`src/rtl/tw_pkg.sv`:
```
package tw_pkg;
    typedef enum logic [1:0] {
        ST_IDLE = 2'd0,
        ST_RUN  = 2'd1,
        ST_DONE = 2'd2
    } tw_state_e;
endpackage

```
`src/rtl/tw_ripple_add.sv`:
```
module tw_ripple_add #(
    parameter int WIDTH = 5
) (
    input  logic [WIDTH-1:0] a,
    input  logic [WIDTH-1:0] b,
    output logic [WIDTH-1:0] sum
);
    logic [WIDTH:0] c;
    assign c[0] = 1'b0;

    for (genvar i = 0; i < WIDTH; i++) begin : g_stage
        logic p, g;
        assign p      = a[i] ^ b[i];
        assign g      = a[i] & b[i];
        assign sum[i] = p ^ c[i];
        // generate and propagate-with-carry never hold together, so XOR merges them
        assign c[i+1] = g ^ (p & c[i]);
    end
endmodule

```
`src/rtl/tw_decode.sv`:
```
module tw_decode #(
    parameter int WIDTH    = 5,
    parameter int NUM_SESS = 2,
    parameter int SESS_W   = 1,
    parameter logic [NUM_SESS*WIDTH-1:0] SESS_SET = '0,
    parameter logic [NUM_SESS*WIDTH-1:0] SESS_CLR = '0,
    parameter logic [NUM_SESS*WIDTH-1:0] SESS_ADD = '0
) (
    input  logic              clk,
    input  logic              rst_n,
    input  logic [SESS_W-1:0] idx,
    output logic [WIDTH-1:0]  set_v,
    output logic [WIDTH-1:0]  clr_v,
    output logic [WIDTH-1:0]  add_v
);
    logic [WIDTH-1:0] set_tab [NUM_SESS];
    logic [WIDTH-1:0] clr_tab [NUM_SESS];
    logic [WIDTH-1:0] add_tab [NUM_SESS];

    for (genvar s = 0; s < NUM_SESS; s++) begin : g_sess
        assign set_tab[s] = SESS_SET[s*WIDTH +: WIDTH];
        assign clr_tab[s] = SESS_CLR[s*WIDTH +: WIDTH];
        assign add_tab[s] = SESS_ADD[s*WIDTH +: WIDTH];
    end

    always_comb begin
        set_v = '0;
        clr_v = '0;
        add_v = '0;
        for (int s = 0; s < NUM_SESS; s++) begin
            if (idx == SESS_W'(s)) begin
                set_v = set_tab[s];
                clr_v = clr_tab[s];
                add_v = add_tab[s];
            end
        end
    end

    // a bit is never both set and cleared
    a_r4_set_clr_exclusive: assert property (@(posedge clk) disable iff (!rst_n)
        (set_v & clr_v) == '0);
endmodule

```
`src/rtl/tw_regs.sv`:
```
module tw_regs #(
    parameter int WIDTH = 5
) (
    input  logic             clk,
    input  logic             rst_n,
    input  logic             load,
    input  logic             step,
    input  logic [WIDTH-1:0] set_v,
    input  logic [WIDTH-1:0] clr_v,
    input  logic [WIDTH-1:0] add_v,
    input  logic [WIDTH-1:0] sum,
    output logic [WIDTH-1:0] a_q,
    output logic [WIDTH-1:0] b_q
);
    logic [WIDTH-1:0] pin_m;
    assign pin_m = set_v | clr_v;

    // set drives A high and B low; clear drives A low and B high
    always_ff @(posedge clk) begin
        if (!rst_n) begin
            a_q <= '0;
            b_q <= '0;
        end else if (load) begin
            a_q <= set_v;
            b_q <= clr_v | (add_v & ~pin_m);
        end else if (step) begin
            a_q <= (sum & ~clr_v) | set_v;
        end
    end

    // pinned stages hold complementary operands so carry passes through
    a_r5_pinned_complement: assert property (@(posedge clk) disable iff (!rst_n)
        step |-> ((a_q ^ b_q) & pin_m) == pin_m);
    a_r3_forced_one: assert property (@(posedge clk) disable iff (!rst_n)
        step |=> (a_q & $past(set_v)) == $past(set_v));
    a_r4_forced_zero: assert property (@(posedge clk) disable iff (!rst_n)
        step |=> (a_q & $past(clr_v)) == '0);
endmodule

```
`src/rtl/tw_ctrl.sv`:
```
module tw_ctrl
    import tw_pkg::*;
#(
    parameter int NUM_SESS = 2,
    parameter int PATS     = 12,
    parameter int SESS_W   = 1,
    parameter int CNT_W    = 4
) (
    input  logic              clk,
    input  logic              rst_n,
    input  logic              start,
    output logic              load,
    output logic              step,
    output logic [SESS_W-1:0] sess,
    output logic [SESS_W-1:0] cfg_idx,
    output logic              done
);
    localparam logic [CNT_W-1:0]  CNT_LAST  = CNT_W'(PATS - 1);
    localparam logic [SESS_W-1:0] SESS_LAST = SESS_W'(NUM_SESS - 1);

    tw_state_e         st, st_n;
    logic [CNT_W-1:0]  cnt, cnt_n;
    logic [SESS_W-1:0] sess_n;

    always_comb begin
        st_n   = st;
        sess_n = sess;
        cnt_n  = cnt;
        load   = 1'b0;
        step   = 1'b0;
        unique case (st)
            ST_IDLE, ST_DONE: begin
                if (start) begin           // GO / RESTART
                    st_n   = ST_RUN;
                    sess_n = '0;
                    cnt_n  = '0;
                    load   = 1'b1;
                end
            end
            ST_RUN: begin
                if (cnt == CNT_LAST) begin
                    if (sess == SESS_LAST) begin
                        st_n = ST_DONE;    // FINISH
                    end else begin         // NEXT_SESSION
                        sess_n = sess + 1'b1;
                        cnt_n  = '0;
                        load   = 1'b1;
                    end
                end else begin
                    cnt_n = cnt + 1'b1;
                    step  = 1'b1;
                end
            end
            default: st_n = ST_IDLE;
        endcase
    end

    assign cfg_idx = sess_n;

    always_ff @(posedge clk) begin
        if (!rst_n) begin
            st   <= ST_IDLE;
            sess <= '0;
            cnt  <= '0;
        end else begin
            st   <= st_n;
            sess <= sess_n;
            cnt  <= cnt_n;
        end
    end

    always_comb begin
        done = (st == ST_DONE);
    end

    a_r6_session_order: assert property (@(posedge clk) disable iff (!rst_n)
        (st == ST_RUN && cnt != CNT_LAST) |=> $stable(sess));
    a_r7_done_last: assert property (@(posedge clk) disable iff (!rst_n)
        done |-> sess == SESS_LAST);
    a_r8_start_ignored: assert property (@(posedge clk) disable iff (!rst_n)
        (st == ST_RUN && cnt != CNT_LAST && start) |=> (st == ST_RUN && cnt == $past(cnt) + 1'b1));
endmodule

```
`src/rtl/tw_pattern_gen.sv`:
```
module tw_pattern_gen #(
    parameter int WIDTH    = 5,
    parameter int NUM_SESS = 2,
    parameter int PATS     = 12,
    parameter logic [NUM_SESS*WIDTH-1:0] SESS_SET = {5'b00010, 5'b00101},
    parameter logic [NUM_SESS*WIDTH-1:0] SESS_CLR = {5'b00101, 5'b00000},
    parameter logic [NUM_SESS*WIDTH-1:0] SESS_ADD = {5'b01000, 5'b01010},
    localparam int SESS_W = (NUM_SESS > 1) ? $clog2(NUM_SESS) : 1,
    localparam int CNT_W  = (PATS > 1) ? $clog2(PATS) : 1
) (
    input  logic              clk,
    input  logic              rst_n,
    input  logic              start,
    output logic [WIDTH-1:0]  pattern,
    output logic [SESS_W-1:0] session,
    output logic              done
);
    logic              load, step;
    logic [SESS_W-1:0] cfg_idx;
    logic [WIDTH-1:0]  set_v, clr_v, add_v, sum, a_q, b_q;

    tw_ctrl #(.NUM_SESS(NUM_SESS), .PATS(PATS), .SESS_W(SESS_W), .CNT_W(CNT_W)) u_ctrl (
        .clk(clk), .rst_n(rst_n), .start(start), .load(load), .step(step),
        .sess(session), .cfg_idx(cfg_idx), .done(done)
    );

    tw_decode #(.WIDTH(WIDTH), .NUM_SESS(NUM_SESS), .SESS_W(SESS_W),
                .SESS_SET(SESS_SET), .SESS_CLR(SESS_CLR), .SESS_ADD(SESS_ADD)) u_dec (
        .clk(clk), .rst_n(rst_n), .idx(cfg_idx),
        .set_v(set_v), .clr_v(clr_v), .add_v(add_v)
    );

    tw_ripple_add #(.WIDTH(WIDTH)) u_add (.a(a_q), .b(b_q), .sum(sum));

    tw_regs #(.WIDTH(WIDTH)) u_regs (
        .clk(clk), .rst_n(rst_n), .load(load), .step(step),
        .set_v(set_v), .clr_v(clr_v), .add_v(add_v), .sum(sum),
        .a_q(a_q), .b_q(b_q)
    );

    assign pattern = a_q;

    a_r7_hold_when_done: assert property (@(posedge clk) disable iff (!rst_n)
        (done && !start) |=> ($stable(pattern) && done));
endmodule

```
`config.mk`:
```
export PLATFORM = sky130hd
export DESIGN_NAME = tw_pattern_gen
export DESIGN_NICKNAME = d
export VERILOG_FILES = /design/src/rtl/tw_pkg.sv /design/src/rtl/tw_ripple_add.sv /design/src/rtl/tw_decode.sv /design/src/rtl/tw_regs.sv /design/src/rtl/tw_ctrl.sv /design/src/rtl/tw_pattern_gen.sv
export SDC_FILE = /design/constraint.sdc
export NUM_CORES = 1
export LEC_CHECK = 0
export ABC_AREA = 1
export BUFFER_PORTS_ARGS = -buffer_cell sky130_fd_sc_hd__buf_2
export CAP_MARGIN = 15
export CORE_MARGIN = 8
export CORE_UTILIZATION = 45
export CTS_BUF_LIST = sky130_fd_sc_hd__clkbuf_8
export DETAILED_ROUTE_END_ITERATION = 6
export PLACE_DENSITY = 0.75
export SLEW_MARGIN = 20
export SYNTH_ARGS = -nofsm -noshare
export SYNTH_HDL_FRONTEND = slang
export SYNTH_SLANG_ARGS = --single-unit
export TNS_END_PERCENT = 100
```
`constraint.sdc`:
```
create_clock -name clk -period 3.58 [get_ports clk]
set_clock_uncertainty 0.15 [all_clocks]
set_input_delay 0.537 -clock clk [delete_from_list [all_inputs] [get_ports clk]]
set_output_delay 0.537 -clock clk [all_outputs]
set_load 0.05 [all_outputs]
```
After elaboration in Yosys (flattened, before gate mapping)
Index checks and enable logic that the tools add are counted.
{"block": "totals", "regBits": 17, "input_bits": 3, "output_inout_bits": 7, "word_cells": 69}
{"block": "op_classes", "add_sub_neg": 2, "n_eq_ne": 7, "muxes": 23, "bitwise": 26, "reduce_logical": 6}
{"cell": "two-way mux 4 bit", "count": 3}
{"cell": "bitwise XOR 1 bit", "count": 12}
{"cell": "two-way mux 5 bit", "count": 2}
{"cell": "two-way mux 1 bit", "count": 8}
{"cell": "two-way mux 2 bit", "count": 4}
{"cell": "case mux 4 bit (2 select lines)", "count": 1}
{"cell": "bitwise AND 1 bit", "count": 7}
{"cell": "two-way mux 3 bit", "count": 2}
{"cell": "AND reduction 3 bit", "count": 2}
{"cell": "bitwise AND 4 x 5 -> 5 bit", "count": 1}
{"cell": "bitwise AND 5 bit", "count": 1}
{"cell": "NOT 3 -> 5 bit", "count": 1}
{"cell": "NOT 5 bit", "count": 1}
{"cell": "OR 3 x 5 -> 5 bit", "count": 1}
{"cell": "OR 5 x 3 -> 5 bit", "count": 1}
{"cell": "adder 4 x 1 -> 4 bit, second input constant", "count": 1}
{"cell": "equality test 4 bit, second input constant", "count": 1}
{"cell": "inequality test 2 x 1 -> 1 bit, second input constant", "count": 2}
{"cell": "case mux 1 bit (2 select lines)", "count": 2}
{"cell": "case mux 2 bit (2 select lines)", "count": 1}
{"cell": "nonzero test 2 bit", "count": 2}
{"cell": "inequality test 3 bit, second input constant", "count": 1}
{"cell": "OR 3 bit", "count": 1}
{"cell": "equality test 2 x 1 -> 1 bit, second input constant", "count": 1}
{"cell": "other kinds (5)", "count": 5}

Longest topological paths before layout
{"block": "logic_depth", "word_depth": 12, "mapped_depth": 9, "depth_no_buf": 9}

Modules after synthesis
A second synthesis with hierarchy kept.
{"block": "unflattened", "cells_unflattened": 168, "hier_area_um2": 1107.3}
{"mod": "tw_regs", "n_inst": 1, "cells_each": 79, "area_per_inst_um2": 493.0, "seq_area_each_um2": 200.2}
{"mod": "tw_ctrl", "n_inst": 1, "cells_each": 58, "area_per_inst_um2": 380.4, "seq_area_each_um2": 140.1}
{"mod": "tw_ripple_add", "n_inst": 1, "cells_each": 14, "area_per_inst_um2": 117.6, "seq_area_each_um2": 0.0}
{"mod": "tw_decode", "n_inst": 1, "cells_each": 17, "area_per_inst_um2": 116.4, "seq_area_each_um2": 0.0}

Worst setup path before layout
Ideal clock, no wire load.
{"block": "synth_path", "kind": "register to register", "startpoint": "register u_regs.a_q[0]", "endpoint": "register u_regs.a_q[3]", "setup_time_ps": 66, "arrival_ps": 2130, "t_required_ps": 3364, "setup_slack_ps": 1233, "stages_incl_launch_ff": 8, "path_buffers": 0, "period_less_slack_ps": 2347, "cell_sequence": "dfxtp_1 -> ha_1 -> fa_1 -> nand2_1 -> xor2_1 -> fa_1 -> or2_1 -> a21oi_2"}
{"block": "synth_via", "elab_chain_len": 10}
{"element": "start, declared", "line_no": "tw_regs.sv:12", "rtl": "output logic [WIDTH-1:0] a_q,"}
{"element": "start signal, assigned", "line_no": "tw_regs.sv:24", "rtl": "a_q <= set_v;"}
{"element": "start signal, assigned", "line_no": "tw_regs.sv:27", "rtl": "a_q <= (sum & ~clr_v) | set_v;"}
{"element": "bitwise AND 1 bit", "line_no": "tw_ripple_add.sv:14", "rtl": "assign g = a[i] & b[i];"}
{"element": "bitwise AND 1 bit", "line_no": "tw_ripple_add.sv:17", "rtl": "assign c[i+1] = g ^ (p & c[i]);"}
{"element": "bitwise XOR 1 bit", "line_no": "tw_ripple_add.sv:17"}
{"element": "bitwise AND 1 bit", "line_no": "tw_ripple_add.sv:17"}
{"element": "bitwise XOR 1 bit", "line_no": "tw_ripple_add.sv:17"}
{"element": "bitwise XOR 1 bit", "line_no": "tw_ripple_add.sv:15", "rtl": "assign sum[i] = p ^ c[i];"}
{"element": "bitwise AND 5 bit", "line_no": "tw_regs.sv:27"}
{"element": "OR 5 x 3 -> 5 bit", "line_no": "tw_regs.sv:27"}
{"element": "two-way mux 5 bit", "line_no": "tw_regs.sv:26", "rtl": "end else if (step) begin"}
{"element": "two-way mux 5 bit", "line_no": "tw_regs.sv:23", "rtl": "end else if (load) begin"}
Every way passes these cells. The select of a mux whose other input is x is not followed.
A chain may end at the register's enable or synchronous reset.

Final worst setup path
Same ends and word-level chain as after synthesis.

==> flow_summary.toml <==
[status]
status = "completed"

[power_and_ir_drop]
power.switching_uw = 114.2
combPwrFrac_pct = 16.1
peakVddDrop_mv = 0.2754
power_density_nw_per_um2 = 463.6
switching_share_pct = 29.04
pwr-share-clk_pct = 40.3
p_seq_share_pct = 43.6
p_leak_nw = 0.3876
p_int_uw = 279.1
total_power_uw = 393.3

[cts]
clk_latency_ps = 250
ctsResizeCount = 0
ctsLongestPathBuffers = 2
cts-root-buf = "clkbuf_8"
hold_buffers = 0
cts_tree = "yes"
post_cts_buffers = 0
cts_inserted_buffers = 3
cts_sinks = 14
clkTransAtPathRegs_ps = 60
cts_max_level = 1

[finish]
antennaDiodeCount = 0
mostFrequentLayoutCell = "nand2_1"
area_growth_pct = 12.07
final_cell_mix = "nand2_1, nor2_1, dfxtp_1, inv_1, buf_2"
drive_above_1_share_pct = 18.35
nNetsFinal = 117

[die]
core_area_sq_um = 1652
die_height_microns = 57.02
start_util_pct = 45.83
die_area_sq_um = 3251
die_x_microns = 57.02
num_io_pins = 10
rows = 15

[critical_path]
cp-start-kind = "flip-flop"
critical_path_class = "flip-flop to flip-flop"
r2r_end = "u_regs.a_q[3]$_SDFFE_PN0P_"
critical_path_buf_inv_count = 0
worstPathRequired_ps = 3620
cpMaxStageDelayCell = "fa_1"
critPathMaxStageDelay_ps = 420
reg2regPathDepth = 7
path_cells = "ha_1 -> fa_1 -> nand2_1 -> xor2_1 -> fa_1 -> or2_1 -> a21oi_2"
r2r-start = "u_regs.a_q[0]$_SDFFE_PN0P_"
cp_common_cell = "fa_1"
arrival_ps = 2200
reg2reg_slack_ps = 1420
end_kind = "flip-flop"
critPathMaxFanout = 4
cp_top_family = "adder cells"

[yosys]
synth_xor_area_share_pct = 2.314
synth-simple-area-share_pct = 30.91
synth_area_leaders = "dfxtp_1, nand2_1, nor2_1"
synth_top_area_share_pct = 37.02
netlist_instances = 100
synth.area.mux_share_pct = 0
yosysWarnings = 0
synth.distinct_cells = 24
syn_avg_cell_area_sq_um = 7.570
ys_ff_latch = 14
synth_top_family_by_area = "simple AND/OR/NAND/NOR gates"
synth_compound_area_share_pct = 9.256
netlist_area_sq_um = 757.0
ys_seq_area_share_pct = 37.02
yosys.area.top_type = "dfxtp_1"
synthAdderAreaFrac_pct = 8.595
syn_nets = 107

[sta]
fmax_ghz = 0.4621
max-slew-margin-rel_pct = 82.26
setup_slack_ps = 1416
maxSlewViolCount = 0
fin_crit_ps = 2164
finalCritPeriodShare_pct = 60.44
worst_pin_slew_ps = 265.1
setup_tns_ps = 0
setup_violations = 0
hold_viol = 0
rsz0062_at_grt = "false"

[hold_path]
min_from = "u_regs.b_q[3]$_SDFFE_PN0P_"
holdPathStages = 2
hp-class = "flip-flop to flip-flop"
min_to = "u_regs.b_q[3]$_SDFFE_PN0P_"

[grt]
antenna_found_initial = 0
grt-ovfl-total = 0
grt_pass1_wl_mm = 2.725
grt_start_max_net_pins = 12
grt_pass1_vias = 626
grt_usage_pct = 10.48

[route]
ant_nets = 0
drt_iter0_drc = 12
vias = 660
wl_mm = 1.520
drc = 0
dr.pass1.iters = 4
viasPerCell = 5.238
wl_per_cell_microns = 12.06

[placement]
port_buffers = 9
place_congestion = 0.7816
pre_cts_ws_ps = 1429
dp_hpwl_mm = 1.090

[flow_run]
maxCapViolCount = 0
==> cells in the mapped netlist <==
library cell  count
a21oi_1           5
fa_1              2
nand2_1          18
or2_1             1
nor2_1           14
ha_1              2
xor2_1            2
a31oi_1           1
dfxtp_1          14
a21oi_2           1
nand3b_1          1
o211ai_1          1
buf_6             1
inv_2             3
inv_1            13
nand2_2           1
nor2_8            1
nand3_2           1
clkbuf_1          1
o21bai_1          1
nand3_1           4
o21ai_0           3
nand4_1           7
buf_4             2
==> layer usage <==
| layer | track usage, % | vias up | share of wire, % |
|---|---|---|---|
| met5 | 0 | - | 0 |
| met1 | 12.05 | 309 | 44 |
| li1 | - | 339 | - |
| met2 | 16.12 | 7 | 50 |
| met4 | 8.054 | 0 | 3.6 |
| met3 | 2.661 | 5 | 2.3 |
==> logic make-up after synthesis <==
group | Yosys count
xor gates and xnor gates | 2
and+or+nand+nor | 48
AOI/OAI and AO/OA | 12
buffers and inverters | 20
adders and majority gates | 4
DFF | 14
==> flip-flops by register name, indices dropped and copies added, names as in the netlist <==
| signal | count |
|---|---|
| u_ctrl.sess | 1 |
| u_ctrl.cnt | 4 |
| u_regs.a_q | 4 |
| u_regs.b_q | 3 |
| u_ctrl.st | 2 |
==> worst max-delay path by stage <==
stage | slack [ps] | end | cells past startpoint | from
after CTS | 1420 | u_regs.a_q[3]$_SDFFE_PN0P_ | 7 | u_regs.a_q[0]$_SDFFE_PN0P_
after detailed placement | 1430 | u_regs.a_q[3]$_SDFFE_PN0P_ | 7 | u_regs.a_q[0]$_SDFFE_PN0P_
final | 1420 | u_regs.a_q[3]$_SDFFE_PN0P_ | 7 | u_regs.a_q[0]$_SDFFE_PN0P_
after global placement | 1450 | u_regs.a_q[3]$_SDFFE_PN0P_ | 7 | u_regs.a_q[0]$_SDFFE_PN0P_
after floorplan | 1230 | u_regs.a_q[3]$_SDFFE_PN0P_ | 7 | u_regs.a_q[0]$_SDFFE_PN0P_
after global routing | 1300 | u_regs.a_q[3]$_SDFFE_PN0P_ | 7 | u_regs.a_q[0]$_SDFFE_PN0P_
==> per-stage QoR <==
step	cells	hold WS, ps	util (%)	instance area (sq um)
6_report	126	333.0	51.36	848.3
3_5_place_dp	122	315.0	48.03	793.3
5_1_grt	126	374.8	51.36	848.3
2_1_floorplan	100	291.5	-	757.0
4_1_cts	126	334.5	51.36	848.3
3_3_place_gp	122	312.6	48.03	793.3
==> tightest hold or removal path: cells and delay by family, from the launching register on <==
kind            cells  cell delay, ps
compound gates      1              90
buf+inv             1              50
flops               1             320
==> power by group through the flow <==
stage	Combinational, mW	Clock [mW]	Sequential [mW]
finish	0.0634	0.158	0.172
global route	0.0713	0.165	0.173
CTS	0.0636	0.159	0.172
detailed placement	0.0633	0	0.175
global placement	0.0636	0	0.174
floorplan	0.0431	0	0.185
==> cell type report <==
class | count | area, sq um
fill | 167 | 803.3
clock buffer | 4 | 55.05
sequential | 14 | 280.3
inverter | 16 | 60.06
multi-input combinational | 66 | 386.6
timing repair buffer | 9 | 45.04
tap | 17 | 21.27
No activity file was read; power rests on OpenSTA's default activity.
